===== config.mk =====
export PLATFORM = sky130hd
export DESIGN_NAME = tick_timer
export DESIGN_NICKNAME = d
export VERILOG_FILES = /design/src/rtl/tick_timer_pkg.sv /design/src/rtl/tt_counter.sv /design/src/rtl/tt_ctrl.sv /design/src/rtl/tt_regmux.sv /design/src/rtl/tick_timer.sv
export SDC_FILE = /design/constraint.sdc
export NUM_CORES = 1
export LEC_CHECK = 0
export ABC_AREA = 1
export BUFFER_PORTS_ARGS = -buffer_cell sky130_fd_sc_hd__buf_2
export CORE_MARGIN = 1
export CORE_UTILIZATION = 50
export CTS_BUF_LIST = sky130_fd_sc_hd__clkbuf_8
export DETAILED_ROUTE_END_ITERATION = 10
export GPL_ROUTABILITY_DRIVEN = 0
export PLACE_DENSITY = 0.72
export SLEW_MARGIN = 20
export SYNTH_ARGS = -nofsm -noshare
export SYNTH_HDL_FRONTEND = slang
export SYNTH_HIERARCHICAL = 1
export SYNTH_SLANG_ARGS = --single-unit

===== constraint.sdc =====
create_clock -name clk -period 2.75 [get_ports clk]
set_input_delay 0 -clock clk [delete_from_list [all_inputs] [get_ports clk]]
set_output_delay 0 -clock clk [all_outputs]
set_load 0.02 [all_outputs]

===== src/rtl/tick_timer_pkg.sv =====
// Shared types for the tick timer: run-mode codes and register addresses.
package tick_timer_pkg;
    typedef enum logic [1:0] {
        TT_OFF     = 2'b00,
        TT_RESTART = 2'b01,
        TT_ONESHOT = 2'b10,
        TT_FREE    = 2'b11
    } tt_mode_e;

    localparam int TT_A_CTRL  = 0;
    localparam int TT_A_COUNT = 1;
    localparam int TT_A_CAPS  = 2;
endpackage


===== src/rtl/tt_counter.sv =====
// Cycle counter with per-mode behaviour at a period match.
// Assumes: a load request outranks every mode rule; match is not flagged in mode off.
module tt_counter
    import tick_timer_pkg::*;
#(
    parameter int CNT_W = 32,
    parameter int PER_W = CNT_W - 4
) (
    input  logic             clk,
    input  logic             rst_n,
    input  tt_mode_e         mode,
    input  logic [PER_W-1:0] period,
    input  logic             load,
    input  logic [CNT_W-1:0] load_val,
    output logic [CNT_W-1:0] count,
    output logic             match
);
    // Compare only the low period-width bits of the counter.
    always_comb match = (mode != TT_OFF) && (count[PER_W-1:0] == period);

    // Advance, clear, hold or load the counter.
    always_ff @(posedge clk) begin
        if (!rst_n) begin
            count <= '0;
        end else if (load) begin
            count <= load_val;
        end else begin
            unique case (mode)
                TT_OFF:     count <= count;
                TT_RESTART: count <= match ? '0 : count + CNT_W'(1);
                TT_ONESHOT: count <= match ? count : count + CNT_W'(1);
                default:    count <= count + CNT_W'(1);
            endcase
        end
    end
endmodule


===== src/rtl/tt_ctrl.sv =====
// Control word: run mode, interrupt enable, sticky pending flag and match period.
// Assumes: a write replaces every field, including pending, even on a match edge.
module tt_ctrl
    import tick_timer_pkg::*;
#(
    parameter int CNT_W = 32,
    parameter int PER_W = CNT_W - 4
) (
    input  logic             clk,
    input  logic             rst_n,
    input  logic             wr,
    input  logic [CNT_W-1:0] wdata,
    input  logic             match,
    output tt_mode_e         mode,
    output logic             ie,
    output logic             pend,
    output logic [PER_W-1:0] period
);
    // Hold the fields; set pending on an enabled match unless software writes.
    always_ff @(posedge clk) begin
        if (!rst_n) begin
            mode   <= TT_OFF;
            ie     <= 1'b0;
            pend   <= 1'b0;
            period <= '0;
        end else if (wr) begin
            mode   <= tt_mode_e'(wdata[CNT_W-1 -: 2]);
            ie     <= wdata[CNT_W-3];
            pend   <= wdata[CNT_W-4];
            period <= wdata[PER_W-1:0];
        end else if (match && ie) begin
            pend   <= 1'b1;
        end
    end
endmodule


===== src/rtl/tt_regmux.sv =====
// Read-data multiplexer for the register port.
// Assumes: reads have no side effects; unmapped addresses read zero.
module tt_regmux
    import tick_timer_pkg::*;
#(
    parameter int CNT_W  = 32,
    parameter int PER_W  = CNT_W - 4,
    parameter int ADDR_W = 2
) (
    input  logic [ADDR_W-1:0] addr,
    input  tt_mode_e          mode,
    input  logic              ie,
    input  logic              pend,
    input  logic [PER_W-1:0]  period,
    input  logic [CNT_W-1:0]  count,
    output logic [CNT_W-1:0]  rdata
);
    localparam logic [CNT_W-1:0] CAPS_WORD = CNT_W'(1);

    // Select the addressed register.
    always_comb begin
        if (int'(addr) == TT_A_CTRL)       rdata = {mode, ie, pend, period};
        else if (int'(addr) == TT_A_COUNT) rdata = count;
        else if (int'(addr) == TT_A_CAPS)  rdata = CAPS_WORD;
        else                               rdata = '0;
    end
endmodule


===== src/rtl/tick_timer.sv =====
// Tick timer top: register decode plus counter, control word and read mux.
// Assumes: one clock domain; reg_rdata is combinational from reg_addr.
module tick_timer
    import tick_timer_pkg::*;
#(
    parameter int CNT_W  = 32,
    parameter int ADDR_W = 2
) (
    input  logic              clk,
    input  logic              rst_n,
    input  logic [ADDR_W-1:0] reg_addr,
    input  logic              reg_we,
    input  logic [CNT_W-1:0]  reg_wdata,
    output logic [CNT_W-1:0]  reg_rdata,
    output logic              irq,
    output logic              timer_present
);
    localparam int PER_W = CNT_W - 4;

    logic             ctrl_wr;
    logic             cnt_wr;
    logic             match;
    tt_mode_e         mode;
    logic             ie;
    logic             pend;
    logic [PER_W-1:0] period;
    logic [CNT_W-1:0] count;

    // Decode register writes.
    always_comb begin
        ctrl_wr = reg_we && (int'(reg_addr) == TT_A_CTRL);
        cnt_wr  = reg_we && (int'(reg_addr) == TT_A_COUNT);
    end

    tt_counter #(.CNT_W(CNT_W), .PER_W(PER_W)) u_counter (
        .clk(clk), .rst_n(rst_n), .mode(mode), .period(period),
        .load(cnt_wr), .load_val(reg_wdata), .count(count), .match(match)
    );

    tt_ctrl #(.CNT_W(CNT_W), .PER_W(PER_W)) u_ctrl (
        .clk(clk), .rst_n(rst_n), .wr(ctrl_wr), .wdata(reg_wdata),
        .match(match), .mode(mode), .ie(ie), .pend(pend), .period(period)
    );

    tt_regmux #(.CNT_W(CNT_W), .PER_W(PER_W), .ADDR_W(ADDR_W)) u_mux (
        .addr(reg_addr), .mode(mode), .ie(ie), .pend(pend),
        .period(period), .count(count), .rdata(reg_rdata)
    );

    // Level interrupt and presence flag.
    always_comb begin
        irq           = pend & ie;
        timer_present = 1'b1;
    end
endmodule


==> results of run 1 <==
-- cells by family after synthesis --
logic type / share of synthesized area [%]
AOI/OAI and AO/OA: 3.614
xor gates and xnor gates: 7.845
adders and majority gates: 0.2677
buffers and inverters: 13.44
DFF: 27.42
other: 0.08024
and+or+nand+nor: 47.34
-- power by group through the flow --
| stage | Combinational [uW] | Sequential [uW] | Clock, uW |
|---|---|---|---|
| 2_1_floorplan | 290 | 1030 | 0 |
| 3_3_place_gp | 369 | 1050 | 0 |
| 3_5_place_dp | 375 | 1050 | 0 |
| 4_1_cts | 412 | 1030 | 796 |
| 5_1_grt | 457 | 1030 | 841 |
| 6_report | 414 | 1030 | 776 |
-- critical path, stage by stage (launching register included) --
cell and delay (ns):
dfxtp_1 0.51, nand2_1 0.09, nand2_1 0.08, nand2_1 0.05, nor2_1 0.16, nand2_1 0.10
nor2_2 0.18, nand3_2 0.16, buf_4 0.26, nand3_1 0.11, nor2_1 0.06, nor2_1 0.12
nor2_1 0.06
-- final cells by class --
cell class | count | area share (%)
Multi-Input combinational cell | 583 | 51.07
Sequential cell | 64 | 23.59
Timing Repair Buffer | 113 | 13.91
Inverter | 81 | 5.621
Tap cell | 108 | 2.488
Clock buffer | 9 | 2.281
Clock inverter | 7 | 1.037
-- sequential cells by signal, indices dropped and copies added, names as in the netlist --
register / count
u_counter/count: 32
u_ctrl/ie: 1
u_ctrl/mode: 2
u_ctrl/pend: 1
u_ctrl/period: 28
-- layer usage --
layer	GRT usage [%]	vias up	part of all wire, %
met2	47.02	124	49
met4	7.118	0	1.6
met1	32.92	2309	46
met5	0	-	0
met3	4.894	17	4.2
li1	-	2564	-
-- cell usage in the layout (no fill, tap or decap), drive strengths merged --
master	synthesis	routed
nand3b	4	4
nand2	232	232
dlygate4sd3	0	32
o21ai	32	32
nor2	121	121
xnor2	21	21
bufinv	0	1
nand4	6	6
clkbuf	12	9
a31o	1	1
buf	32	81
dfxtp	64	64
xor2	20	20
nor3b	1	1
conb	1	1
nand3	135	135
nor3	8	8
ha	1	1
inv	80	83
clkinv	1	4
-- worst max path at each step --
| stage | depth (start not counted) | from | slack, ns | to |
|---|---|---|---|---|
| global route | 10 | u_counter/count[10]$_SDFFE_PN0P_ | 0.54 | u_counter/count[28]$_SDFFE_PN0P_ |
| finish | 12 | u_counter/count[17]$_SDFFE_PN0P_ | 0.68 | u_counter/count[26]$_SDFFE_PN0P_ |
| detailed placement | 12 | u_counter/count[17]$_SDFFE_PN0P_ | 0.78 | u_counter/count[26]$_SDFFE_PN0P_ |
| floorplan | 12 | u_counter/count[0]$_SDFFE_PN0P_ | 1.11 | u_counter/count[30]$_SDFFE_PN0P_ |
| CTS | 12 | u_counter/count[17]$_SDFFE_PN0P_ | 0.71 | u_counter/count[26]$_SDFFE_PN0P_ |
| global placement | 12 | u_counter/count[17]$_SDFFE_PN0P_ | 0.79 | u_counter/count[4]$_SDFFE_PN0P_ |
-- through the flow --
stage | utilization [%] | power, uW
after global placement | 55.46 | 1415
final | 61.09 | 2217
after CTS | 61.09 | 2234
after floorplan | - | 1322
after detailed placement | 55.46 | 1423
after global routing | 61.09 | 2332
-- timing repair --
action,CTS,global route
hold buffers,32,0
resized for setup,0,0
endpoints found under the hold margin,62,0
==> impl_summary.txt, run 1 <==
----------------------------------------------------
[Outcome]
  Status ... complete, no violations

[Synthesis]
  Netlist area before placement ... 0.004673 mm^2
  Biggest area contributors in the synthesized netlist ... dfxtp_1 (27%), nand2_1 (18%), nand3_1 (14%)
  Count of flip-flops with a built-in enable after synthesis ... 0
  Mapped Cells ... 772
  Cell taking the most area after synthesis ... dfxtp_1
  Most common library cells after synthesis ... nand2_1 (228), nand3_1 (129), nor2_1 (113)
  Share of Yosys cell area claimed by the top area cell type ... 27.42%
  Net Count, Synth ... 810
  Fraction of registers with async set or reset after synthesis ... 0%
  Synth Area per Inst ... 6.053 um^2
  Part of the Yosys area used for sequential elements ... 27.42%
  Most repeated cell in the gate-level netlist after synthesis ... nand2_1
  Yosys reg bits ... 64
  Primary flip-flop cell chosen by synthesis mapping ... dfxtp_1
  Yosys warns ... 6
  Count of different cell masters after synthesis ... 32

[Global route]
  Total grt overflow ... 0
  Via count of the first global-routing pass ... 4606
  Global Route Usage Sum ... 26.50%
  Maximum number of pins on one net before global-route repair ... 59
  Initial antenna violation count ... 0
  Wire length of the first global-routing pass ... 20990 um

[STA]
  Slew margin rel. ... 26.16%
  Final Hold Violating Endpoints ... 0
  Time the final worst path needs with I/O delays and setup ... 2.074 ns
  Final setup violation count ... 0
  Post-route worst setup slack ... 0.6762 ns
  Setup TNS Final ... 0 ns
  Final worst hold slack ... 0.1435 ns
  Slew of the pin with the lowest slew margin ... 1.106 ns
  Final cycle utilization of the critical path ... 75.41%
  Max-slew violations ... 0
  Maximum clock skew at final layout ... 0.01047 ns
  FMAX ... 482.2 MHz
  RSZ-0062 raised after global routing ... false

[Hold path]
  End of the worst hold path ... u_counter/count[31]$_SDFFE_PN0P_
  Hold depth ... 6
  Hold path start ... reg_addr[1]
  Class of the most critical hold timing path ... primary input to register

[Power and ir drop]
  Net switching power ... 677.7 uW
  IR Drop Worst-Case VDD ... 237.6 uV
  Portion of total power attributed to combinational logic ... 18.7%
  Share of total power consumed by net switching ... 30.57%
  Pwr dens ... 408.2 mW/mm^2
  Fraction of power consumed by sequential logic ... 46.3%
  Leakage power figure ... 0.002812 uW
  Internal power summed over all cells ... 1539 uW
  Clock network fraction of design power ... 35.0%

[Floorplanning]
  Initial core utilization ... 52.56%
  Total number of placement rows ... 34
  Number of primary I/O pins ... 71
  Placeable core region ... 0.008891 mm^2
  Floorplan die height ... 98.68 um
  Die area ... 0.009737 mm^2
  Die Width ... 98.68 um

[Worst setup path]
  Arr. time, crit path ... 2.30 ns
  Destination of the worst register-to-register timing path ... u_counter/count[26]$_SDFFE_PN0P_
  Critical path required time ... 2.98 ns
  Worst Setup End Kind ... register
  Kind of launch point of the worst setup path ... register
  Max Fanout on Critical Path ... 28
  R2R cell count ... 12
  Worst reg2reg startpoint ... u_counter/count[17]$_SDFFE_PN0P_
  Reg2Reg Setup Slack ... 0.68 ns
  CP Class ... register to register

[Routing]
  DRC violations left ... 0
  Average routed wire per standard cell ... 13.08 um
  Final antenna-violating net count ... 0
  Drt via density ... 5.196
  Count of routing violations after the opening detailed-route iteration ... 286
  Total via count after detailed routing ... 5014
  Detailed-route wire length ... 12620 um
  First drt pass iteration count ... 6

[Layout]
  Non-filler instance count after layout ... 965
  Sequential standard cell area ... 0.001281 mm^2
  Multi-input gate area ... 0.002774 mm^2
  Post-route standard cell area excluding fillers ... 0.005431 mm^2
  Area added between synthesis and finish ... 16.22%
  Proportion of layout cells with a drive suffix above 1 ... 14.59%
  Final net count ... 890
  Number of diodes added for antenna fixing ... 0
  Layout fillers ... 871

[Clock network]
  Buffers inserted by post-CTS timing repair ... 0
  H-tree levels ... 3
  Clock buffers created by TritonCTS ... 9
  TritonCTS Sinks ... 64
  Clock root buffer ... clkbuf_8
  Clk Latency, worst-skew pair ... 0.35 ns
  Clock transition at the registers of the reported paths ... 0.07 ns
  CTS Buffer Depth ... 2
  TritonCTS clock tree ... done

[Job]
  Total of max-cap violations ... 0

[Place]
  Placed Instances ... 917
  Final HPWL DP ... 8559 um
  Setup slack at placement ... 0.7844 ns
  I/O Buffers ... 69
  Placed standard-cell area ... 0.004931 mm^2

----------------------------------------------------
(Power assumes the default switching activity.)
==> run 2, diff against run 1 <==
PLACE_DENSITY = 0.74   (was 0.72)
clock period = 1.7 ns   (was 2.75 ns; I/O delays follow)
==> run 2 against run 1 <==
Effect of this change:
- the flow now finishes with violations (setup timing)
- power rose by 77%
- sequential share of layout area decreased by 2.6 points
- non-clock buffer count is 62 higher
- combinational power is 120% higher
- clock power is 77% higher
- utilization increased by 12 points
- cell count is 6.4% higher
- global-route usage increased by 2.9 points
- clock skew shrank 0.0013 ns
- via count up 11%
- largest cell class unchanged
- highest routed layer unchanged
==> impl_summary.txt, run 2 (synthesized netlist as in run 1, its figures left out) <==
----------------------------------------------------
[Power and ir drop]
  Leakage power figure ... 0.003295 uW
  Clock network fraction of design power ... 34.8%
  Share of total power consumed by net switching ... 31.06%
  Fraction of power consumed by sequential logic ... 42.1%
  Portion of total power attributed to combinational logic ... 23.2%
  Internal power summed over all cells ... 2709 uW
  Pwr dens ... 603.9 mW/mm^2
  Net switching power ... 1220 uW
  IR Drop Worst-Case VDD ... 329.8 uV
  Total power ... 3929 uW

[Worst setup path]
  Critical path required time ... 2.00 ns
  Worst reg2reg startpoint ... u_counter/count[0]$_SDFFE_PN0P_
  CP Class ... register to register
  Destination of the worst register-to-register timing path ... u_counter/count[14]$_SDFFE_PN0P_
  Max Fanout on Critical Path ... 5
  Worst Setup End Kind ... register
  Kind of launch point of the worst setup path ... register
  R2R cell count ... 11
  Arr. time, crit path ... 2.05 ns
  Reg2Reg Setup Slack ... -0.05 ns

[Routing]
  Total via count after detailed routing ... 5583
  First drt pass iteration count ... 5
  Detailed-route wire length ... 15080 um
  Average routed wire per standard cell ... 14.68 um
  Drt via density ... 5.436
  Count of routing violations after the opening detailed-route iteration ... 413
  DRC violations left ... 0
  Final antenna-violating net count ... 0

[Hold path]
  Hold path start ... rst_n
  End of the worst hold path ... u_counter/count[28]$_SDFFE_PN0P_
  Hold depth ... 3
  Class of the most critical hold timing path ... primary input to register

[Layout]
  Commonest non-fill, non-tap cells in the layout ... nand2_1 (205), nand3_1 (118), nor2_1 (89)
  Area added between synthesis and finish ... 39.22%
  Top reg by flops ... u_counter/count
  Commonest non-fill, non-tap cell in the layout ... nand2_1
  Number of flip-flops in the largest register ... 32
  Proportion of layout cells with a drive suffix above 1 ... 32.97%
  Non-filler instance count after layout ... 1027
  Final net count ... 952
  Largest regs ... u_counter/count: 32 flops, u_ctrl/period: 28 flops, u_ctrl/mode: 2 flops
  Number of diodes added for antenna fixing ... 0

[Outcome]
  Violated checks ... setup timing
  Status ... finished with violations

[Clock network]
  TritonCTS Sinks ... 64
  Clk Latency, worst-skew pair ... 0.35 ns
  Clock transition at the registers of the reported paths ... 0.07 ns
  CTS Buffer Depth ... 2
  TritonCTS clock tree ... done
  H-tree levels ... 3
  Clock buffers created by TritonCTS ... 9
  Clock root buffer ... clkbuf_8

[STA]
  Final cycle utilization of the critical path ... 103.1%
  Max-slew violations ... 0
  Time the final worst path needs with I/O delays and setup ... 1.753 ns
  Final setup violation count ... 11
  Final worst hold slack ... 0.08265 ns
  Slew margin rel. ... 57.95%
  FMAX ... 570.5 MHz
  Setup TNS Final ... -0.2272 ns
  Final Hold Violating Endpoints ... 0
  Slew of the pin with the lowest slew margin ... 0.6298 ns
  Post-route worst setup slack ... -0.05284 ns
  RSZ-0062 raised after global routing ... true
  Maximum clock skew at final layout ... 0.009189 ns

[Floorplanning]
  Placeable core region ... 0.008891 mm^2
  Die Width ... 98.68 um
  Number of primary I/O pins ... 71
  Initial core utilization ... 52.56%
  Die area ... 0.009737 mm^2
  Floorplan die height ... 98.68 um
  Total number of placement rows ... 34

[Global route]
  Total grt overflow ... 0
  Initial antenna violation count ... 0
  Via count of the first global-routing pass ... 5237
  Maximum number of pins on one net before global-route repair ... 34
  Global Route Usage Sum ... 29.41%
  Wire length of the first global-routing pass ... 23290 um

[Place]
  Final HPWL DP ... 9449 um
  Placed Instances ... 964
  I/O Buffers ... 69

[Job]
  Total of max-cap violations ... 0

----------------------------------------------------
-- run 2: cell count changes in the layout (fill, tap and decap cells not counted), moves of 20 or more --
cell	change
buf_4	+46
dfxtp_1	-38
dfxtp_2	+24
nand2_1	-23
nand2_2	+21
nor2_1	-20
-- run 2: cell type report --
class | instances | area, um^2
clock buffers | 11 | 151.4
clock inverters | 5 | 47.55
fillers | 679 | 2385
inverters | 81 | 311.5
multi-input cells | 583 | 3136
flip-flops and latches | 64 | 1364
well taps | 108 | 135.1
repair buffers | 175 | 1361
-- run 2: stage by stage --
stage / util (%) / worst slack (ns) / instance area [um^2]
final: 73.18 / -0.05284 / 6506
after global routing: 73.18 / -0.1265 / 6506
after CTS: 67.01 / -0.005301 / 5958
after detailed placement: 60.13 / -0.01873 / 5346
after global placement: 60.13 / 0.005915 / 5346
after floorplan: - / 0.06297 / 4673
-- run 2: how the worst max path moves through the flow --
stage,slack (ns),cells past startpoint,start,endpoint
after floorplan,0.06,12,u_counter/count[0]$_SDFFE_PN0P_,u_counter/count[30]$_SDFFE_PN0P_
after global placement,0.006,11,u_counter/count[10]$_SDFFE_PN0P_,u_counter/count[12]$_SDFFE_PN0P_
after detailed placement,-0.02,12,u_counter/count[1]$_SDFFE_PN0P_,u_counter/count[30]$_SDFFE_PN0P_
after CTS,-0.005,13,u_counter/count[13]$_SDFFE_PN0P_,u_counter/count[30]$_SDFFE_PN0P_
after global routing,-0.13,12,u_counter/count[2]$_SDFFE_PN0P_,u_counter/count[1]$_SDFFE_PN0P_
final,-0.05,11,u_counter/count[0]$_SDFFE_PN0P_,u_counter/count[14]$_SDFFE_PN0P_
-- run 2: routing by layer --
layer,global-route usage [%],up-vias,wire length [um]
met5,0,-,0
met4,12.63,0,525
met3,5.887,55,965
met2,51.19,243,7524
met1,35.27,2593,6062
li1,-,2692,-
-- run 2: what timing repair did --
item / CTS / global route
endpoints found under the hold margin: 59 / 0
setup endpoints to repair: 10 / 33
pin swaps: 6 / 56
hold buffers: 32 / 0
buffers inserted: 3 / 12
resized for setup: 22 / 136
gates cloned: 0 / 2
-- run 2: critical path, stage by stage, from the launching register on --
cell and delay, ns:
dfxtp_4 0.39, ha_4 0.15, nand2_2 0.07, inv_4 0.08
nand3_4 0.09, buf_4 0.15, nor3_1 0.21, xor2_1 0.23
nand3_1 0.13, nand3_1 0.10, nand2_1 0.06, inv_1 0.05
-- run 2: power by group through the flow --
stage | combinational (uW) | clock, uW | sequential [uW]
3_3_place_gp | 693 | 0 | 1670
6_report | 911 | 1370 | 1650
5_1_grt | 988 | 1440 | 1660
4_1_cts | 781 | 1380 | 1650
3_5_place_dp | 707 | 0 | 1680
2_1_floorplan | 468 | 0 | 1670
